## config.mk

```make
export PLATFORM = sky130hd
export DESIGN_NAME = ea_addr_decoder
export DESIGN_NICKNAME = d
export VERILOG_FILES = /design/src/rtl/ea_pkg.sv /design/src/rtl/ea_form_dec.sv /design/src/rtl/ea_sib_dec.sv /design/src/rtl/ea_disp_acc.sv /design/src/rtl/ea_addr_decoder.sv
export SDC_FILE = /design/constraint.sdc
export NUM_CORES = 1
export LEC_CHECK = 0
export CAP_MARGIN = 20
export CORE_UTILIZATION = 57
export CTS_CLUSTER_DIAMETER = 30
export DETAILED_ROUTE_END_ITERATION = 6
export PLACE_DENSITY_LB_ADDON = 0.25
export SLEW_MARGIN = 25
export SYNTH_ARGS = -nofsm -noshare
export SYNTH_HDL_FRONTEND = slang
export SYNTH_HIERARCHICAL = 1
export SYNTH_SLANG_ARGS = --single-unit
```

## constraint.sdc

```tcl
create_clock -name clk_i -period 3.7 [get_ports clk_i]
set_input_delay 0.555 -clock clk_i [delete_from_list [all_inputs] [get_ports clk_i]]
set_output_delay 0.555 -clock clk_i [all_outputs]
set_load 0.01 [all_outputs]
```

## src/rtl/ea_pkg.sv

```systemverilog
package ea_pkg;
  localparam int REG_W = 4;
  localparam int LEN_W = 3;

  typedef enum logic [1:0] {
    EA_FORM,
    EA_SIB,
    EA_DISP
  } ea_state_e;

  localparam logic [2:0] R16_BX = 3'd3;
  localparam logic [2:0] R16_BP = 3'd5;
  localparam logic [2:0] R16_SI = 3'd6;
  localparam logic [2:0] R16_DI = 3'd7;

  typedef struct packed {
    logic             base_vld;
    logic [REG_W-1:0] base;
    logic             idx_vld;
    logic [REG_W-1:0] idx;
  } ea_regs_t;
endpackage

```

## src/rtl/ea_form_dec.sv

```systemverilog
module ea_form_dec
  import ea_pkg::*;
(
  input  logic [7:0]       form_i,
  input  logic             mode32_i,
  input  logic             ext_r_i,
  input  logic             ext_b_i,
  output logic             direct_o,
  output logic [REG_W-1:0] reg_o,
  output logic             sib_o,
  output logic [2:0]       dlen_o,
  output ea_regs_t         regs_o
);
  logic [1:0] md;
  logic [2:0] rm;
  assign md = form_i[7:6];
  assign rm = form_i[2:0];
  assign reg_o = {ext_r_i, form_i[5:3]};

  always_comb begin
    direct_o = 1'b0;
    sib_o    = 1'b0;
    dlen_o   = 3'd0;
    regs_o   = '0;
    if (md == 2'd3) begin
      direct_o    = 1'b1;
      regs_o.base = {ext_b_i, rm};
    end else if (mode32_i) begin
      unique case (md)
        2'd1:    dlen_o = 3'd1;
        2'd2:    dlen_o = 3'd4;
        default: dlen_o = 3'd0;
      endcase
      if (rm == 3'd4) begin
        sib_o = 1'b1;
      end else if (md == 2'd0 && rm == 3'd5) begin
        dlen_o = 3'd4;  // displacement only
      end else begin
        regs_o.base_vld = 1'b1;
        regs_o.base     = {ext_b_i, rm};
      end
    end else begin
      unique case (md)
        2'd1:    dlen_o = 3'd1;
        2'd2:    dlen_o = 3'd2;
        default: dlen_o = 3'd0;
      endcase
      if (md == 2'd0 && rm == 3'd6) begin
        dlen_o = 3'd2;  // displacement only
      end else begin
        regs_o.base_vld = 1'b1;
        if (!rm[2]) begin
          regs_o.idx_vld = 1'b1;
          regs_o.base    = {1'b0, rm[1] ? R16_BP : R16_BX};
          regs_o.idx     = {1'b0, rm[0] ? R16_DI : R16_SI};
        end else begin
          unique case (rm[1:0])
            2'd0:    regs_o.base = {1'b0, R16_SI};
            2'd1:    regs_o.base = {1'b0, R16_DI};
            2'd2:    regs_o.base = {1'b0, R16_BP};
            default: regs_o.base = {1'b0, R16_BX};
          endcase
        end
      end
    end
  end
endmodule

```

## src/rtl/ea_sib_dec.sv

```systemverilog
module ea_sib_dec
  import ea_pkg::*;
(
  input  logic [7:0] sib_i,
  input  logic [1:0] mode_i,
  input  logic       ext_x_i,
  input  logic       ext_b_i,
  output logic [1:0] scale_o,
  output ea_regs_t   regs_o,
  output logic       disp4_o
);
  logic [REG_W-1:0] idx_full;
  assign idx_full = {ext_x_i, sib_i[5:3]};
  assign scale_o  = sib_i[7:6];
  // base escape looks at the low three bits only
  assign disp4_o  = (mode_i == 2'd0) && (sib_i[2:0] == 3'd5);

  always_comb begin
    regs_o.idx_vld  = (idx_full != REG_W'(4));
    regs_o.idx      = idx_full;
    regs_o.base_vld = !disp4_o;
    regs_o.base     = {ext_b_i, sib_i[2:0]};
  end
endmodule

```

## src/rtl/ea_disp_acc.sv

```systemverilog
module ea_disp_acc #(
  parameter int NBYTES = 4
) (
  input  logic                       clk_i,
  input  logic                       rst_ni,
  input  logic                       clr_i,
  input  logic                       push_i,
  input  logic [7:0]                 byte_i,
  output logic [$clog2(NBYTES+1)-1:0] cnt_o,
  output logic [8*NBYTES-1:0]        val_o
);
  localparam int CW = $clog2(NBYTES + 1);

  logic [CW-1:0] cnt_q;

  always_ff @(posedge clk_i or negedge rst_ni) begin
    if (!rst_ni)     cnt_q <= '0;
    else if (clr_i)  cnt_q <= '0;
    else if (push_i) cnt_q <= cnt_q + 1'b1;
  end

  for (genvar g = 0; g < NBYTES; g++) begin : g_lane
    always_ff @(posedge clk_i or negedge rst_ni) begin
      if (!rst_ni)                            val_o[8*g +: 8] <= '0;
      else if (clr_i)                         val_o[8*g +: 8] <= '0;
      else if (push_i && cnt_q == CW'(g))     val_o[8*g +: 8] <= byte_i;
    end
  end

  assign cnt_o = cnt_q;
endmodule

```

## src/rtl/ea_addr_decoder.sv

```systemverilog
module ea_addr_decoder
  import ea_pkg::*;
#(
  parameter int DISP_W = 32
) (
  input  logic              clk_i,
  input  logic              rst_ni,
  input  logic              mode32_i,
  input  logic [2:0]        rex_rxb_i,
  input  logic              byte_valid_i,
  input  logic [7:0]        byte_i,
  output logic              done_o,
  output logic              direct_o,
  output logic [REG_W-1:0]  reg_o,
  output logic              base_valid_o,
  output logic [REG_W-1:0]  base_o,
  output logic              index_valid_o,
  output logic [REG_W-1:0]  index_o,
  output logic [1:0]        scale_o,
  output logic [DISP_W-1:0] disp_o,
  output logic [LEN_W-1:0]  len_o
);
  localparam int DISP_BYTES = DISP_W / 8;
  localparam int CNT_W      = $clog2(DISP_BYTES + 1);

  ea_state_e        state_q;
  logic [1:0]       mode_q;
  logic             ext_x_q, ext_b_q;
  logic [CNT_W-1:0] dlen_q;
  logic             direct_q, done_q;
  logic [REG_W-1:0] reg_q;
  ea_regs_t         regs_q;
  logic [1:0]       scale_q;
  logic [LEN_W-1:0] len_q;

  logic             f_direct, f_sib;
  logic [REG_W-1:0] f_reg;
  logic [2:0]       f_dlen;
  ea_regs_t         f_regs;
  logic [1:0]       s_scale;
  ea_regs_t         s_regs;
  logic             s_disp4;
  logic [CNT_W-1:0] acc_cnt;
  logic [DISP_W-1:0] acc_val;
  logic             take_form, take_disp, last_disp;

  ea_form_dec u_form (
    .form_i   (byte_i),
    .mode32_i (mode32_i),
    .ext_r_i  (rex_rxb_i[2]),
    .ext_b_i  (rex_rxb_i[0]),
    .direct_o (f_direct),
    .reg_o    (f_reg),
    .sib_o    (f_sib),
    .dlen_o   (f_dlen),
    .regs_o   (f_regs)
  );

  ea_sib_dec u_sib (
    .sib_i   (byte_i),
    .mode_i  (mode_q),
    .ext_x_i (ext_x_q),
    .ext_b_i (ext_b_q),
    .scale_o (s_scale),
    .regs_o  (s_regs),
    .disp4_o (s_disp4)
  );

  assign take_form = byte_valid_i && (state_q == EA_FORM);
  assign take_disp = byte_valid_i && (state_q == EA_DISP);
  assign last_disp = (acc_cnt + 1'b1) == dlen_q;

  ea_disp_acc #(.NBYTES(DISP_BYTES)) u_acc (
    .clk_i  (clk_i),
    .rst_ni (rst_ni),
    .clr_i  (take_form),
    .push_i (take_disp),
    .byte_i (byte_i),
    .cnt_o  (acc_cnt),
    .val_o  (acc_val)
  );

  always_ff @(posedge clk_i or negedge rst_ni) begin
    if (!rst_ni) begin
      state_q  <= EA_FORM;
      mode_q   <= '0;
      ext_x_q  <= 1'b0;
      ext_b_q  <= 1'b0;
      dlen_q   <= '0;
      direct_q <= 1'b0;
      done_q   <= 1'b0;
      reg_q    <= '0;
      regs_q   <= '0;
      scale_q  <= '0;
      len_q    <= '0;
    end else begin
      done_q <= 1'b0;
      if (byte_valid_i) begin
        unique case (state_q)
          EA_FORM: begin
            mode_q   <= byte_i[7:6];
            ext_x_q  <= rex_rxb_i[1];
            ext_b_q  <= rex_rxb_i[0];
            direct_q <= f_direct;
            reg_q    <= f_reg;
            regs_q   <= f_regs;
            scale_q  <= '0;
            dlen_q   <= CNT_W'(f_dlen);
            len_q    <= LEN_W'(1);
            if (f_sib)             state_q <= EA_SIB;
            else if (f_dlen != '0) state_q <= EA_DISP;
            else                   done_q  <= 1'b1;
          end
          EA_SIB: begin
            regs_q  <= s_regs;
            scale_q <= s_scale;
            len_q   <= len_q + 1'b1;
            if (s_disp4) begin
              dlen_q  <= CNT_W'(4);
              state_q <= EA_DISP;
            end else if (dlen_q != '0) begin
              state_q <= EA_DISP;
            end else begin
              done_q  <= 1'b1;
              state_q <= EA_FORM;
            end
          end
          default: begin
            len_q <= len_q + 1'b1;
            if (last_disp) begin
              done_q  <= 1'b1;
              state_q <= EA_FORM;
            end
          end
        endcase
      end
    end
  end

  assign done_o        = done_q;
  assign direct_o      = direct_q;
  assign reg_o         = reg_q;
  assign base_valid_o  = regs_q.base_vld;
  assign base_o        = regs_q.base;
  assign index_valid_o = regs_q.idx_vld;
  assign index_o       = regs_q.idx;
  assign scale_o       = scale_q;
  assign len_o         = len_q;
  assign disp_o        = (dlen_q == CNT_W'(1)) ? {{(DISP_W-8){acc_val[7]}}, acc_val[7:0]}
                                               : acc_val;
endmodule

```

==> impl_summary.md, run 1 <==
Floorplanning
The die outline width is 83.4 µm. From bottom edge to top edge, the die measures 83.4 µm. The starting density of the core is 59.2%. The full die area is 0.00696 mm². Row generation in the floorplan step produced 29 rows.

The number of top-level pins is 68. The core footprint is 0.00639 mm².

Critical path
The highest fanout seen on the critical path is 25. The timing endpoint of the critical path is disp_o[17]. The category of the critical setup timing path is reg -> out.

The critical path launch point type is a flip-flop. The cell count along the critical path is 5. The critical path startpoint is dlen_q[2]. In this run the critical register-to-register path is launched from state_q[0]. The category of the worst setup path capture point is a primary output. The worst register-to-register path has a depth of 5. The critical path goes through or3b_1 -> buf_4 -> nor2_8 -> a21o_1 -> clkdlybuf4s50_1. The number of buffer and inverter instances along the worst setup path is 2. The cell with the largest stage delay on the worst path is clkdlybuf4s50_1. In this design, the stage delay of the slowest critical-path cell is roughly 0.54 ns. The critical path data required time is 3.14 ns. The kind of cell with the highest combined delay along the critical path is buffers and inverters. In this run the critical register-to-register path is captured at u_acc/val_o[3].

For flop-to-flop paths, the worst setup slack is 1.41 ns. The worst endpoint data arrival time is 2.39 ns.

Detailed routing
Wires add up to 7900 µm. The number of violations reported at the end of detailed-routing iteration 0 is between 150 and 200. The post-route DRC violation count is 0. The residual antenna-violating net count after detailed routing is 0. The total via count in the routed design is 2677. In the final routed layout, each cell accounts on average for 16.5 µm. Dividing the detail-routed via count by the number of cells gives 5.60. The first detailed-routing pass ran for 4 iterations.

Layout
Counting the fill cells in the layout gives 514. The diode insertion count for antenna repair is 0. The area growth from synthesis to layout is 16.8%. The post-route netlist has 11.7% of its cells at a drive strength greater than 1. The total non-filler cell area in the finished layout is 0.00442 mm². The final standard cell utilization of the core is roughly 69%. The final net count is 419.

Logic synthesis
Summing the sequential cell areas from Yosys gives 43.0% of the chip area. The synthesized area per cell is between 10 and 15 µm². Synthesis inferred 65 register bits. Synthesis produced a netlist with a net count of ~380. Summing every instance area after synthesis gives approximately 0.0038 mm². Yosys printed 6 warnings. The synthesized netlist contains 56 unique library cells. Yosys mapped a number of flops with a built-in enable equal to 0. The prevailing post-synth register cell is dfrtp_1. Of the post-synthesis cell area, the dominant cell type holds a little over two fifths. The synthesized design spends more area on one cell type than any other, namely dfrtp_1.

Synthesis handed over a netlist of 356 instances. For this run, asynchronously set or reset flops after synthesis account for 100%. By area the synthesized netlist is led by dfrtp_1 (43%), mux2i_1 (9.3%), nand2b_1 (6.3%).

Timing
The clock skew after layout is 0.00728 ns. Summed over all failing endpoints, the final setup total negative slack is 0 ns. Timing would allow up to 0.340 GHz. For the pin with the worst max-slew slack, the measured transition is 0.932 ns. Measured against its own limit, the worst slew margin works out to a little under two fifths. The number of endpoints with negative hold slack in the final report is 0. The minimum clock period after layout is approximately 2.9 ns. Setup repair after global routing left no endpoint under its margin. The count of pins over their slew limit is 0. Hold is met by 0.359 ns. Setup violations remaining at the end of the flow were counted as 0.

The worst path uses 79.5% of the clock period.

Power
The leakage power is 2.20 nW. The power per standard cell area is 744 mW/mm². The peak ir drop on the vdd network is 0.000450 V.

Placed design
Buffers placed on the I/O ports in this run total 67. The congestion estimate from routability-driven global placement came to 0.790. After detailed placement, the total cell area comes to 0.00425 mm². Once detailed placement completed, the half-perimeter wirelength came to 5330 µm.

GRT
The maximum number of pins on one net before global-route repair is 41. The first global-routing pass estimated 13400 µm of wire. Global routing finished with a remaining overflow of 0. The number of global-route vias before repair is 2688.

The initial antenna violation count is 0. The global-route usage over all layers is between 20% and 30%.

Clocking
In this run the post-CTS setup repair buffer count came out at 0. The root buffer cell is clkbuf_8. The CTS tree is done. Clock latency on the worst-skew pair, taken at its later pin, is 0.34 ns. The number of H-tree levels is 3. The CTS buffer count is 9. In this run, post-CTS repair resized a total of 0 instances. Counting along the longest clock path gives a buffer depth of 2. The number of hold buffers added after CTS was 0.

The clock net in this run drives a total of 65 sinks. After clock tree synthesis, the clock-pin slew on the worst setup and hold paths is 0.07 ns.

Worst hold path
The class of the tightest hold or removal check is in -> async.

Run status
The flow ran to the end, and the final reports show no timing, DRC or antenna violations.

Flow run
The tool flagged a number of max-cap violations equal to 0.
==> Yosys cell counts, types with 2 or more instances <==
library cell / number
a21oi_1: 12
nand3b_1: 2
and2_1: 2
nand2b_1: 38
o21ai_0: 16
a21o_1: 25
a22oi_1: 3
nand3_1: 9
dfrtp_1: 65
buf_4: 23
o31ai_1: 2
buf_6: 7
buf_8: 2
a21bo_2: 7
xnor2_1: 2
nor3b_1: 2
buf_2: 7
nor2_1: 10
nand2_1: 22
ha_1: 7
a22o_1: 2
mux2i_1: 35
inv_1: 9
clkbuf_1: 3
o2bb2ai_1: 5
mux2_2: 9
==> metrics by stage <==
| stage | setup slack [ns] | std cells | total power [mW] |
|---|---|---|---|
| final | 0.757 | 478 | 3.28 |
| after global routing | 0.651 | 478 | 3.51 |
| after detailed placement | 0.995 | 463 | 2.79 |
| after CTS | 0.715 | 478 | 3.31 |
| after floorplan | 1.85 | 356 | 2.15 |
| after global placement | 1.06 | 463 | 2.73 |
==> power by group <==
part	internal [mW]	switching, mW
Sequential	0.999	0.238
Clock	0.256	0.259
Combinational	0.862	0.670
Total	2.12	1.17
==> worst register-to-register path: stages (launching register included) <==
cell	delay (ns)
dfrtp_1	0.93
inv_1	0.14
and3_1	0.18
buf_4	0.21
nand3b_1	0.49
mux2i_1	0.25
==> state kept, by name (all words and copies together), names as in the netlist <==
register / count
ext_b_q: 1
direct_o: 1
base_valid_o: 1
scale_o: 2
ext_x_q: 1
index_valid_o: 1
state_q: 2
done_o: 1
u_acc/val_o: 32
len_o: 3
base_o: 4
mode_q: 2
reg_o: 4
index_o: 4
dlen_q: 3
u_acc/cnt_o: 3
==> cells by family (layout without fill, tap and decap cells) <==
logic type | count (synthesis) | count (layout) | synth area share (%)
XOR/XNOR | 4 | 4 | 1.32
adder cells (fa/ha/maj) | 7 | 7 | 2.32
buffers and inverters | 52 | 97 | 9.66
AND/OR/NAND/NOR | 102 | 102 | 16.3
other | 1 | 1 | 0.0992
AO/OA/AOI/OAI | 81 | 81 | 15.3
flip-flops | 65 | 65 | 43.0
multiplexers | 44 | 44 | 11.9
==> metal layers <==
layer | global-route usage (%) | vias to the layer above | share of wire, %
li1 | - | 1290 | -
met1 | 34.8 | 1292 | 48
met2 | 38.0 | 84 | 47
met3 | 3.98 | 11 | 4.0
met4 | 9.55 | 0 | 1.4
met5 | 0 | - | 0
==> worst min path at each step <==
stage / slack, ns / end / cells after the start / from
2_1_floorplan: 0.26 / base_o[0] / 0 / rst_ni
3_3_place_gp: 0.47 / base_o[0] / 2 / base_o[0]
3_5_place_dp: 0.47 / index_o[3] / 2 / index_o[3]
4_1_cts: 0.37 / reg_o[3] / 1 / rst_ni
5_1_grt: 0.42 / reg_o[3] / 1 / rst_ni
6_report: 0.36 / reg_o[3] / 1 / rst_ni
==> cells in the final DEF (no fill, tap or decap), drive strengths merged, types with 2 or more instances in the layout <==
cell type and instances:
and2 2, mux2 9, clkbuf 12, nand2b 38, nor2b 2, nand3 9
nand3b 2, a22oi 3, o21ai 18, nor2 12, buf 6, ha 7
xnor2 2, inv 10, a21oi 13, a22o 2, dfrtp 65, nor3b 3
mux2i 35, o31ai 2, nor3 2, clkinv 2, a21bo 8, a21o 25
clkdlybuf4s50 66, nand2 23, o2bb2ai 5
==> area by class of cell <==
type / count / area [µm²] / area share (%)
Tap cell: 77 / 96.3 / 2.18
Clock buffer: 12 / 145 / 3.29
Multi-Input combinational cell: 239 / 1790 / 40.5
Inverter: 10 / 37.5 / 0.850
Clock inverter: 3 / 17.5 / 0.397
Sequential cell: 65 / 1630 / 36.8
Timing Repair Buffer: 72 / 703 / 15.9
No activity file was read; power rests on OpenSTA's default activity.
==> run 2, diff against run 1 <==
CORE_UTILIZATION = 48   (was 57)
clock period = 2.5 ns   (was 3.7 ns; I/O delays follow)
==> run 2 against run 1 <==
Against the previous run:
- first-iteration DRC count shrank 18%
- non-clock buffer count grew 19
- setup slack lost 0.70 ns
- final area grew 7.1%
- combinational power grew 57%
- clock power grew 94%
- sequential share of layout area shrank 2.4 points
- die area grew 18%
- final cell count grew 9.2%
- sequential cell count is the same
==> impl_summary.md, run 2 (synthesis gave the netlist of run 1 again) <==
Run status
The flow ran to the end, and the final reports show no timing, DRC or antenna violations.

Timing
Derived from the worst setup path, the maximum achievable clock frequency is a little over 0.4 GHz. The clock skew after layout is 0.00602 ns (-0.00126 ns). The final setup violation count is 0 (unchanged). The worst hold slack is 0.481 ns (+0.121 ns). After layout, the worst path uses a little over nine tenths of the clock period. The worst slew margin relative to its limit is 60.0% (+22 points). The number of endpoints with negative hold slack in the final report is 0 (unchanged).

The setup TNS after final layout is 0 ns (unchanged). Subtracting the final worst setup slack from the clock period gives 2.44 ns. The count of pins over their slew limit came to 0 (unchanged). The pin slew with the least headroom to its limit was 0.599 ns (-0.333 ns).

Layout
The register ranked first by flip-flop count is u_acc/val_o. The fraction of final layout cells with drive strength greater than 1 is 16.5% (+4.8 points). The number of flip-flops under the largest register name is 32 (unchanged). The final net count was 440 (+5.0%). The diode insertion count for antenna repair is 0 (unchanged). The final standard cell utilization of the core is 63.5% (-5.6 points). The signed area change from the synthesized netlist to the final layout is 25.1%.

The library cells used most frequently in the layout, excluding fill and tap cells, are dfrtp_1 (65), clkdlybuf4s50_1 (54), nand2b_1 (38), mux2i_1 (35), a21o_1 (25). The filler cell count in the final layout is 625 (+22%). The library cell used most frequently in the layout, excluding fill and tap cells, is dfrtp_1.

GRT
The wire length of the first global-routing pass is 13800 µm (+3.6%). The global-route usage over all layers is 21.8% (-2.8 points). The maximum number of pins on one net before global-route repair is 50 (+22%). The overall overflow remaining after global route is 0 (unchanged). The number of global-route vias before repair is 2790 (+3.8%). The initial antenna violation count came to 0 (unchanged).

Detailed routing
The average via count per standard cell came to 5.35 (-4.5%). The routed wire length came to 8240 µm (+4.4%). The post-route DRC violation count is 0 (unchanged). The total via count in the routed design is 2792 (+4.3%).

The first-pass iteration count of the detailed router is 4 (unchanged). The residual antenna-violating net count after detailed routing came to 0 (unchanged). The post-detailed-route wirelength per cell came to 15.8 µm (-4.4%). The number of violations reported at the end of detailed-routing iteration 0 is 150 (-18%).

Floorplanning
The core footprint came to 0.00745 mm² (+17%). The number of top-level pins is 68 (unchanged). The site row count came to 31 (+6.9%). The starting density of the core came to 50.8% (-8.4 points).

The full die area is 0.00824 mm² (+18%). The height of the chip is 90.8 µm (+8.8%). The die outline width was 90.8 µm (+8.8%).

Power
The leakage power is 2.52 nW (+15%). The peak ir drop on the vdd network was 0.000512 V (+14%). The power per standard cell area is 1100 mW/mm² (+47%).

Critical path
The highest fanout seen on the critical path is 24 (-4.0%). The worst setup path is captured at a primary output. The category of the critical setup timing path is reg -> out. The critical path data required time is 2.12 ns (-1.02 ns). The worst endpoint data arrival time is 2.07 ns (-0.32 ns). The critical path launch point type is a flip-flop.

Clocking
The CTS buffer count is 9 (unchanged). The root buffer cell is clkbuf_8. The CTS tree is done. The largest buffer count on any clock path came to 2 (unchanged). The clock-pin slew on the worst setup and hold paths is 0.07 ns (about the same). The clock insertion delay at the later pin of the skew report is 0.34 ns (about the same).

The total clock sinks is 65 (unchanged). The number of H-tree levels is 3 (unchanged).

Worst hold path
The class of the tightest hold or removal check is reg -> reg.

Flow run
The number of maximum-capacitance constraint violations is 0 (unchanged).

Placed design
The count of port buffers added during placement is 67 (unchanged). The final HPWL from detailed placement is 5600 µm (+5.0%). The final RePlAce weighted congestion was 0.880 (+11%).
==> run 2: stage by stage <==
step / instances / cell area, µm² / worst slack (ns) / total power, mW
after floorplan: 356 / 3780 / 0.832 / 3.19
after detailed placement: 497 / 4400 / 0.0658 / 4.15
after global placement: 497 / 4400 / 0.110 / 4.09
after CTS: 521 / 4690 / 0.00962 / 5.23
final: 522 / 4730 / 0.0574 / 5.18
after global routing: 522 / 4730 / -0.00186 / 5.53
==> run 2: critical path: stages, from the launching register on <==
cell and delay [ns]:
dfrtp_1 0.38, or3b_4 0.48, buf_8 0.20, a21o_1 0.20, clkdlybuf4s50_1 0.47
==> run 2: metal layers <==
metal | GRT usage (%) | vias up | routed length, µm
met3 | 3.62 | 15 | 318
met1 | 29.7 | 1363 | 3960
met4 | 10.5 | 0 | 153
met5 | 0 | - | 0
met2 | 33.5 | 75 | 3810
li1 | - | 1339 | -
==> run 2: cell type report <==
type | count | area, µm² | area share (%)
Clock buffer | 11 | 141 | 2.99
Multi-Input combinational cell | 241 | 1810 | 38.4
Tap cell | 99 | 124 | 2.62
Clock inverter | 5 | 78.8 | 1.67
Timing Repair Buffer | 91 | 907 | 19.2
Sequential cell | 65 | 1630 | 34.4
Inverter | 10 | 37.5 | 0.794
==> run 2: where the power goes <==
| group | leakage, nW | switching (mW) | total (mW) | internal [mW] |
|---|---|---|---|---|
| combinational | 1.56 | 1.06 | 2.40 | 1.34 |
| clock | 0.113 | 0.413 | 1.00 | 0.588 |
| sequential | 0.845 | 0.306 | 1.78 | 1.48 |
==> run 2: worst paths after layout <==
| path | start | endpoint | slack (ns) | cells past startpoint |
|---|---|---|---|---|
| max | dlen_q[2] | disp_o[18] | 0.06 | 4 |
| min | scale_o[0] | scale_o[0] | 0.48 | 2 |
| max reg2reg | state_q[0] | u_acc/val_o[6] | 0.66 | 4 |
| min reg2reg | scale_o[0] | scale_o[0] | 0.48 | 2 |
| max in group asynchronous | rst_ni | u_acc/val_o[5] | 1.42 | 3 |
| min in group asynchronous | rst_ni | base_o[0] | 0.50 | 2 |
==> run 2: what timing repair did <==
| action | 4_1_cts | 5_1_grt |
|---|---|---|
| endpoints found under the setup margin | 24 | 22 |
| endpoints found under the hold margin | 16 | 0 |
| buffers inserted | 5 | 1 |
| hold buffers | 1 | 0 |
| gates cloned | 2 | 0 |
| resized for setup | 5 | 11 |
| pin swaps | 3 | 1 |
